<file path="src/rtl/pmsc_pkg.sv">
package pmsc_pkg;

   typedef enum logic {
      MODE_THREAD  = 1'b0,
      MODE_HANDLER = 1'b1
   } exec_mode_e;

   localparam int CTRL_W         = 2;
   localparam int CTRL_UNPRIV_IX = 0;
   localparam int CTRL_PSTACK_IX = 1;

   // live stack select: process only when in thread mode with the select bit set
   function automatic logic live_stack_sel(exec_mode_e mode, logic pstack_bit);
      return (mode == MODE_THREAD) && pstack_bit;
   endfunction

   function automatic logic live_priv(exec_mode_e mode, logic unpriv_bit);
      return (mode == MODE_HANDLER) || !unpriv_bit;
   endfunction

endpackage

</file>
<file path="src/rtl/pmsc_mode_fsm.sv">
module pmsc_mode_fsm
   import pmsc_pkg::*;
(
   input  logic       clk_i,
   input  logic       rst_ni,
   input  logic       enter_i,
   input  logic       return_i,
   input  logic       to_thread_i,
   output exec_mode_e mode_o
);

   exec_mode_e mode_q;

   always_ff @(posedge clk_i) begin
      if (!rst_ni) begin
         mode_q <= MODE_THREAD;
      end else if (enter_i) begin
         mode_q <= MODE_HANDLER;
      end else if (return_i && to_thread_i) begin
         mode_q <= MODE_THREAD;
      end
   end

   assign mode_o = mode_q;

   a_r2_entry_to_handler: assert property (@(posedge clk_i) disable iff (!rst_ni)
      enter_i |=> (mode_o == MODE_HANDLER));

   a_r2_return_to_thread: assert property (@(posedge clk_i) disable iff (!rst_ni)
      (return_i && to_thread_i && !enter_i) |=> (mode_o == MODE_THREAD));

   a_r2_stay_handler: assert property (@(posedge clk_i) disable iff (!rst_ni)
      (mode_o == MODE_HANDLER && !(return_i && to_thread_i)) |=> (mode_o == MODE_HANDLER));

endmodule

</file>
<file path="src/rtl/pmsc_ctrl_reg.sv">
module pmsc_ctrl_reg #(
   parameter int W = 2
) (
   input  logic         clk_i,
   input  logic         rst_ni,
   input  logic         wr_i,
   input  logic         wr_priv_i,
   input  logic [W-1:0] wr_data_i,
   output logic [W-1:0] ctrl_o
);

   logic [W-1:0] ctrl_q;
   logic         wr_ok;

   assign wr_ok = wr_i && wr_priv_i;

   always_ff @(posedge clk_i) begin
      if (!rst_ni) begin
         ctrl_q <= '0;
      end else if (wr_ok) begin
         ctrl_q <= wr_data_i;
      end
   end

   assign ctrl_o = ctrl_q;

   a_r5_unpriv_write_dropped: assert property (@(posedge clk_i) disable iff (!rst_ni)
      (!wr_i || !wr_priv_i) |=> $stable(ctrl_o));

   a_r5_priv_write_taken: assert property (@(posedge clk_i) disable iff (!rst_ni)
      (wr_i && wr_priv_i) |=> (ctrl_o == $past(wr_data_i)));

endmodule

</file>
<file path="src/rtl/pmsc_sp_bank.sv">
module pmsc_sp_bank #(
   parameter int ADDR_W    = 32,
   parameter int ZERO_BITS = 2,
   parameter int NBANKS    = 2
) (
   input  logic                      clk_i,
   input  logic                      rst_ni,
   input  logic                      wr_i,
   input  logic [$clog2(NBANKS)-1:0] wr_sel_i,
   input  logic [ADDR_W-1:0]         wr_data_i,
   input  logic [$clog2(NBANKS)-1:0] rd_sel_i,
   output logic [ADDR_W-1:0]         rd_data_o
);

   localparam int                SEL_W     = $clog2(NBANKS);
   localparam logic [ADDR_W-1:0] KEEP_MASK = {ADDR_W{1'b1}} << ZERO_BITS;

   logic [ADDR_W-1:0] bank_val [NBANKS];

   generate
      if (ZERO_BITS < 0 || ZERO_BITS >= ADDR_W) begin : g_bad_zero
         $error("pmsc_sp_bank: ZERO_BITS out of range");
      end
      for (genvar b = 0; b < NBANKS; b++) begin : g_bank
         logic [ADDR_W-1:0] sp_q;
         always_ff @(posedge clk_i) begin
            if (!rst_ni) begin
               sp_q <= '0;
            end else if (wr_i && (wr_sel_i == SEL_W'(b))) begin
               sp_q <= wr_data_i & KEEP_MASK;
            end
         end
         assign bank_val[b] = sp_q;
      end
   endgenerate

   assign rd_data_o = bank_val[rd_sel_i];

   a_r7_bank_written: assert property (@(posedge clk_i) disable iff (!rst_ni)
      (wr_i && (wr_sel_i == rd_sel_i)) |=>
         ((rd_sel_i != $past(rd_sel_i)) || ((rd_data_o >> ZERO_BITS) == ($past(wr_data_i) >> ZERO_BITS))));

endmodule

</file>
<file path="src/rtl/pmsc_fetch_guard.sv">
module pmsc_fetch_guard
   import pmsc_pkg::*;
#(
   parameter int ADDR_W    = 32,
   parameter int PROT_BITS = 4
) (
   input  logic              clk_i,
   input  logic              rst_ni,
   input  logic              valid_i,
   input  logic [ADDR_W-1:0] addr_i,
   input  exec_mode_e        mode_i,
   output logic              fault_o,
   output logic [ADDR_W-1:0] fault_addr_o
);

   logic in_range;
   logic hit;

   generate
      if (PROT_BITS < 1 || PROT_BITS > ADDR_W) begin : g_bad_prot
         $error("pmsc_fetch_guard: PROT_BITS out of range");
      end
   endgenerate

   assign in_range = &addr_i[ADDR_W-1 -: PROT_BITS];
   assign hit      = valid_i && (mode_i == MODE_THREAD) && in_range;

   always_ff @(posedge clk_i) begin
      if (!rst_ni) begin
         fault_o      <= 1'b0;
         fault_addr_o <= '0;
      end else begin
         fault_o <= hit;
         if (hit) begin
            fault_addr_o <= addr_i;
         end
      end
   end

   a_r9_handler_never_faults: assert property (@(posedge clk_i) disable iff (!rst_ni)
      (!valid_i || mode_i == MODE_HANDLER) |=> !fault_o);

   a_r9_fault_carries_addr: assert property (@(posedge clk_i) disable iff (!rst_ni)
      fault_o |-> (&fault_addr_o[ADDR_W-1 -: PROT_BITS]));

endmodule

</file>
<file path="src/rtl/pmsc_top.sv">
module pmsc_top
   import pmsc_pkg::*;
#(
   parameter int ADDR_W    = 32,
   parameter int SP_ZERO   = 2,
   parameter int PROT_BITS = 4
) (
   input  logic              clk_i,
   input  logic              rst_ni,
   input  logic              exc_enter_i,
   input  logic              exc_return_i,
   input  logic              ret_to_thread_i,
   input  logic              ctrl_wr_i,
   input  logic              ctrl_wr_priv_i,
   input  logic [1:0]        ctrl_wr_data_i,
   input  logic              sp_wr_i,
   input  logic              sp_wr_sel_i,
   input  logic [ADDR_W-1:0] sp_wr_data_i,
   input  logic              fetch_valid_i,
   input  logic [ADDR_W-1:0] fetch_addr_i,
   output logic              handler_o,
   output logic [1:0]        ctrl_o,
   output logic              priv_o,
   output logic              sp_sel_o,
   output logic [ADDR_W-1:0] sp_o,
   output logic              fetch_fault_o,
   output logic [ADDR_W-1:0] fault_addr_o
);

   generate
      if (ADDR_W < 8) begin : g_bad_addr
         $error("pmsc_top: ADDR_W too small");
      end
   endgenerate

   exec_mode_e        mode;
   logic [CTRL_W-1:0] ctrl;
   logic              stack_sel;

   pmsc_mode_fsm u_mode (
      .clk_i       (clk_i),
      .rst_ni      (rst_ni),
      .enter_i     (exc_enter_i),
      .return_i    (exc_return_i),
      .to_thread_i (ret_to_thread_i),
      .mode_o      (mode)
   );

   pmsc_ctrl_reg #(.W(CTRL_W)) u_ctrl (
      .clk_i     (clk_i),
      .rst_ni    (rst_ni),
      .wr_i      (ctrl_wr_i),
      .wr_priv_i (ctrl_wr_priv_i),
      .wr_data_i (ctrl_wr_data_i),
      .ctrl_o    (ctrl)
   );

   assign stack_sel = live_stack_sel(mode, ctrl[CTRL_PSTACK_IX]);

   pmsc_sp_bank #(.ADDR_W(ADDR_W), .ZERO_BITS(SP_ZERO), .NBANKS(2)) u_sp (
      .clk_i     (clk_i),
      .rst_ni    (rst_ni),
      .wr_i      (sp_wr_i),
      .wr_sel_i  (sp_wr_sel_i),
      .wr_data_i (sp_wr_data_i),
      .rd_sel_i  (stack_sel),
      .rd_data_o (sp_o)
   );

   pmsc_fetch_guard #(.ADDR_W(ADDR_W), .PROT_BITS(PROT_BITS)) u_guard (
      .clk_i        (clk_i),
      .rst_ni       (rst_ni),
      .valid_i      (fetch_valid_i),
      .addr_i       (fetch_addr_i),
      .mode_i       (mode),
      .fault_o      (fetch_fault_o),
      .fault_addr_o (fault_addr_o)
   );

   assign handler_o = (mode == MODE_HANDLER);
   assign ctrl_o    = ctrl;
   assign sp_sel_o  = stack_sel;
   assign priv_o    = live_priv(mode, ctrl[CTRL_UNPRIV_IX]);

   a_r4_handler_overrides: assert property (@(posedge clk_i) disable iff (!rst_ni)
      handler_o |-> (priv_o && !sp_sel_o));

   a_r8_stack_held_in_handler: assert property (@(posedge clk_i) disable iff (!rst_ni)
      (handler_o && !exc_return_i) |=> !sp_sel_o);

   a_r3_thread_unpriv: assert property (@(posedge clk_i) disable iff (!rst_ni)
      (!handler_o && ctrl_o[CTRL_UNPRIV_IX]) |-> !priv_o);

endmodule

</file>
<file path="config.mk">
export PLATFORM = sky130hd
export DESIGN_NAME = pmsc_top
export DESIGN_NICKNAME = d
export VERILOG_FILES = /design/src/rtl/pmsc_pkg.sv /design/src/rtl/pmsc_mode_fsm.sv /design/src/rtl/pmsc_ctrl_reg.sv /design/src/rtl/pmsc_sp_bank.sv /design/src/rtl/pmsc_fetch_guard.sv /design/src/rtl/pmsc_top.sv
export SDC_FILE = /design/constraint.sdc
export NUM_CORES = 1
export LEC_CHECK = 0
export BUFFER_PORTS_ARGS = -buffer_cell sky130_fd_sc_hd__buf_2
export CAP_MARGIN = 20
export CORE_ASPECT_RATIO = 1.75
export CORE_MARGIN = 3
export CORE_UTILIZATION = 45
export CTS_BUF_LIST = sky130_fd_sc_hd__clkbuf_16
export CTS_CLUSTER_DIAMETER = 60
export DETAILED_ROUTE_END_ITERATION = 10
export PLACE_DENSITY = 0.76
export SLEW_MARGIN = 0
export SYNTH_ARGS = -nofsm -noshare
export SYNTH_HDL_FRONTEND = slang
export SYNTH_SLANG_ARGS = --single-unit
</file>
<file path="constraint.sdc">
create_clock -name clk_i -period 1.25 [get_ports clk_i]
set_clock_uncertainty 0.15 [all_clocks]
set_input_delay 0.25 -clock clk_i [delete_from_list [all_inputs] [get_ports clk_i]]
set_output_delay 0.25 -clock clk_i [all_outputs]
set_load 0.02 [all_outputs]
</file>
== Word level (Yosys, flattened, before mapping) ==
Index checks and enable logic that the tools add are counted.
Word-level totals
  output and inout port bits: 70
  flip-flop bits (word level): 96
Operators by class
  muxes and demuxes: 5
  $lt $le $gt $ge: 1
  bitwise logic cells: 3
  reductions and logical operators: 11
Operators by type and width (count)
  32-bit two-way mux: 3
  1-bit logical AND: 7
  4-bit AND reduction: 1
  2-bit greater-or-equal comparator (second input constant): 1
  1-bit two-way mux: 2
  1-bit NOT: 2
  1-bit NOT with 2-bit output: 1
  2-bit nonzero test: 1
  1-bit logical NOT: 1
  1-bit logical OR: 1

== Longest topological paths before layout ==
  word-level depth: 6
  depth in mapped cells: 5
  gate-level depth less buffers: 3

== Hierarchy ==
From an unflattened synthesis, not the netlist that was laid out.
Second synthesis, totals
  cells, all modules: 416
  area total of the unflattened synthesis: 4124.0 µm²
Modules (own cells, without submodules)
  pmsc_sp_bank: instances 1, sequential area each 1201.2 µm², area an instance 2692.6 µm², cells each 266
  pmsc_fetch_guard: instances 1, sequential area each 660.6 µm², area an instance 1307.5 µm², cells each 135
  pmsc_ctrl_reg: instances 1, sequential area each 40.0 µm², area an instance 76.3 µm², cells each 9
  pmsc_mode_fsm: instances 1, sequential area each 20.0 µm², area an instance 35.0 µm², cells each 4
  pmsc_top: instances 1, sequential area each 0.0 µm², area an instance 12.5 µm², cells each 2

== Worst setup path before layout ==
No wires, ideal clock.
  path kind: register to output
  start point: register u_mode.mode_q (netlist: u_mode.mode_o)
  end point: output port sp_o[2]
  data arrival time: 1.255 ns
  data required time: 0.850 ns
  path buffers: 1
  cell stages (with the launch flop): 4
  setup slack: -0.405 ns
  cells stage by stage: dfxtp_1 nand2b_4 buf_4 mux2_1
On the way
  cells in the longest elaborated chain, start to end: 6
Ends and longest elaborated chain
  from (decl): line pmsc_mode_fsm.sv:12  | exec_mode_e mode_q;
  from (signal assigned): line pmsc_mode_fsm.sv:16  | mode_q <= MODE_THREAD;
  from (signal assigned): line pmsc_mode_fsm.sv:18  | mode_q <= MODE_HANDLER;
  from (signal assigned): line pmsc_mode_fsm.sv:20  | mode_q <= MODE_THREAD;
  1-bit NOT: line pmsc_pkg.sv:14  | return (mode == MODE_THREAD) && pstack_bit;
  1-bit logical AND: line pmsc_pkg.sv:14
  1-bit NOT with 2-bit output (not written as such): line pmsc_sp_bank.sv:37  | assign rd_data_o = bank_val[rd_sel_i];
  32-bit two-way mux (not written as such) (3 in series): line pmsc_sp_bank.sv:37
  to (decl): line pmsc_top.sv:25  | output logic [ADDR_W-1:0] sp_o,
Every way passes these cells. The select of a mux whose other input is x is not followed.

== Final worst setup path ==
  start point: register u_mode.mode_q (netlist: u_mode.mode_o)
  end point: output port sp_o[4]
The elaborated chain is that of the path after synthesis.

==> flow_metrics.tcl <==
set metrics [dict create \
    grt_pass1_wl_um 16100 \
    die_h_um 131 \
    ir_drop_mv 0.704 \
    antenna_left 0 \
    io_pins 146 \
    layout_commonest_cell "nand2_1" \
    crit_path_start "u_mode.mode_o$_SDFFE_PN0P_" \
    finalHoldWorstSlack_ps 6.80 \
    p_per_area_nw_per_um2 1140 \
    layout_common_cells "nand2_1 (181), dfxtp_1 (84), buf_2 (77)" \
    final_nets 668 \
    min_period_ps 1900 \
    initial_core_util_pct 46.2 \
    reg2reg_depth 5 \
    cts.path.max_buffers 2 \
    routed_wirelength_um 9910 \
    setup_tns_ps -24530 \
    cp-end-kind "output pin" \
    critical_path_class "flop to output pin" \
    final_area_um2 5800 \
    rsz0062_at_grt "true" \
    rows 45 \
    grt_pass1_vias 3404 \
    drive_gt1_share_pct 37.2 \
    timing.final.crit_share_pct 152 \
    clk_pin_slew_ps 60 \
    gp_congestion 0.772 \
    clk_latency_ps 330 \
    synth_area_per_cell_um2 8.98 \
    gr-total-overflow 0 \
    fp.dieArea_um2 10200 \
    avgRoutedWirePerCell_um 13.9 \
    hold_violations 0 \
    yosysTopAreaCell "dfxtp_1" \
    grt_max_degree 52 \
    drcViolationCount 0 \
    diodes 0 \
    cp-start-kind "flop" \
    maxCapViolCount 0 \
    area_delta_synth_final_pct 43.9 \
    critPathArrivalTime_ps 1500 \
    initialDrtViolationCount 189 \
    holdPathStages 3 \
    vias_per_cell 4.91 \
    place_area_um2 5040 \
    num_vias 3503 \
    synth_seq_cells 96 \
    port_buffers 141 \
    required_ps 850 \
    worst_slack_ps -648 \
    root_buffer "clkbuf_16" \
    ys_seq_area_share_pct 47.7 \
    htreeDepth 3 \
    cp_max_fo 6 \
    reg2reg_from "u_mode.mode_o$_SDFFE_PN0P_" \
    cp_slowest_cell "dfxtp_4" \
    grt_antenna_before_repair 0 \
    status "finished with violations" \
    synth_top_area_share_pct 47.7 \
    firstDrtPassIters 4 \
    synthesis.area_um2 4030 \
    min_from "fetch_addr_i[23]" \
    cpPeakStageDelay_ps 340 \
    cts_made_buffers 9 \
    max_freq_mhz 527 \
    violations "setup timing" \
    path_cells "nand2b_4 -> clkbuf_16 -> mux2_4 -> buf_6" \
    grt_use_total_pct 19.4 \
    timing.rr.end "u_guard.fault_addr_o[2]$_SDFFE_PN0P_" \
    tritoncts "built" \
    cts_sinks 96 \
    p_leak_nw 2.55 \
    core_area_um2 8730 \
    min_path_type "input port to flop" \
    syn_inst 449 \
    whs_endpoint "u_guard.fault_addr_o[23]$_SDFFE_PN0P_" \
    rrSetupSlack_ps -180 \
    slew_viol_final 0 \
    synth.distinct_cells 22 \
    yosys_warnings 0 \
    setup_violations 67 \
    fp.dieW_um 77.6 \
    dp_hpwl_um 6740 \
    synth.area.top_cells "dfxtp_1 (48%), nand2_1 (17%), a21boi_0 (12%), mux2_2 (7.5%), mux2i_1 (7.0%)" \
]
## per-layer routing
layer  vias to the layer above  GRT usage [%]  part of all wire [%]
met5                         -              0                     0
met1                      1638           22.2                    39
met4                         0           6.53                   1.1
met2                       117           34.7                    54
li1                       1737              -                     -
met3                        11           4.39                   5.9
## worst max-delay path by stage
stage / end / slack (ps) / depth (start not counted)
3_3_place_gp: sp_o[24] / -270 / 4
3_5_place_dp: sp_o[17] / -300 / 4
5_1_grt: sp_o[12] / -680 / 4
2_1_floorplan: sp_o[10] / -190 / 3
4_1_cts: sp_o[8] / -660 / 4
6_report: sp_o[4] / -650 / 4
## flip-flops by register name, summed over array words and instances (netlist names)
register	cells
u_sp.g_bank.sp_q	60
u_guard.fault_o	1
u_guard.fault_addr_o	32
u_ctrl.ctrl_o	2
u_mode.mode_o	1
## report_power, final
group,total (W),switching (W),internal (W)
combinational,0.000892,0.000427,0.000464
sequential,0.00322,0.0000592,0.00316
clock,0.00250,0.00106,0.00143
total,0.00661,0.00155,0.00506
## metrics by stage
| stage | setup WS [ps] | std cells | util [%] | power (W) |
|---|---|---|---|---|
| 2_1_floorplan | -192 | 450 | - | 0.00375 |
| 5_1_grt | -684 | 713 | 66.5 | 0.00689 |
| 4_1_cts | -659 | 713 | 63.6 | 0.00663 |
| 3_3_place_gp | -275 | 689 | 57.7 | 0.00404 |
| 6_report | -648 | 713 | 66.5 | 0.00661 |
| 3_5_place_dp | -304 | 689 | 57.7 | 0.00407 |
## synth_stat cells, drive strengths merged
cell type,instances
a21boi,62
a21oi,1
and2,2
buf,25
clkbuf,9
conb,1
dfxtp,96
inv,1
mux2,30
mux2i,28
nand2,181
nand2b,3
nand3,2
nand4,1
nor2b,2
nor3b,1
o21a,4
## worst max-delay path: cells and delay by family (launching register included)
family        cells  cell delay [ps]
buf+inv           2              320
flops             1              340
mux               1              300
simple gates      1              200
## logic make-up after synthesis
logic type | synth area share, %
other | 0.0930
multiplexers | 15.3
buffers and inverters | 5.68
flip-flops | 47.7
AO/OA/AOI/OAI | 12.4
AND/OR/NAND/NOR | 18.8
## repair_timing
action,4_1_cts,5_1_grt
resized for setup,41,86
gates cloned,3,1
hold buffers,2,0
endpoints found under the setup margin,70,95
buffers inserted,5,0
endpoints found under the hold margin,2,0
pin swaps,1,1
## area by class of cell
cell class,count,area [µm²]
Clock buffer,10,250
Tap cell,117,146
Timing Repair Buffer,165,1420
Inverter,1,6.26
Clock inverter,5,23.8
Fill cell,677,2920
Multi-Input combinational cell,319,2010
Sequential cell,96,1940
(Power assumes the default switching activity.)
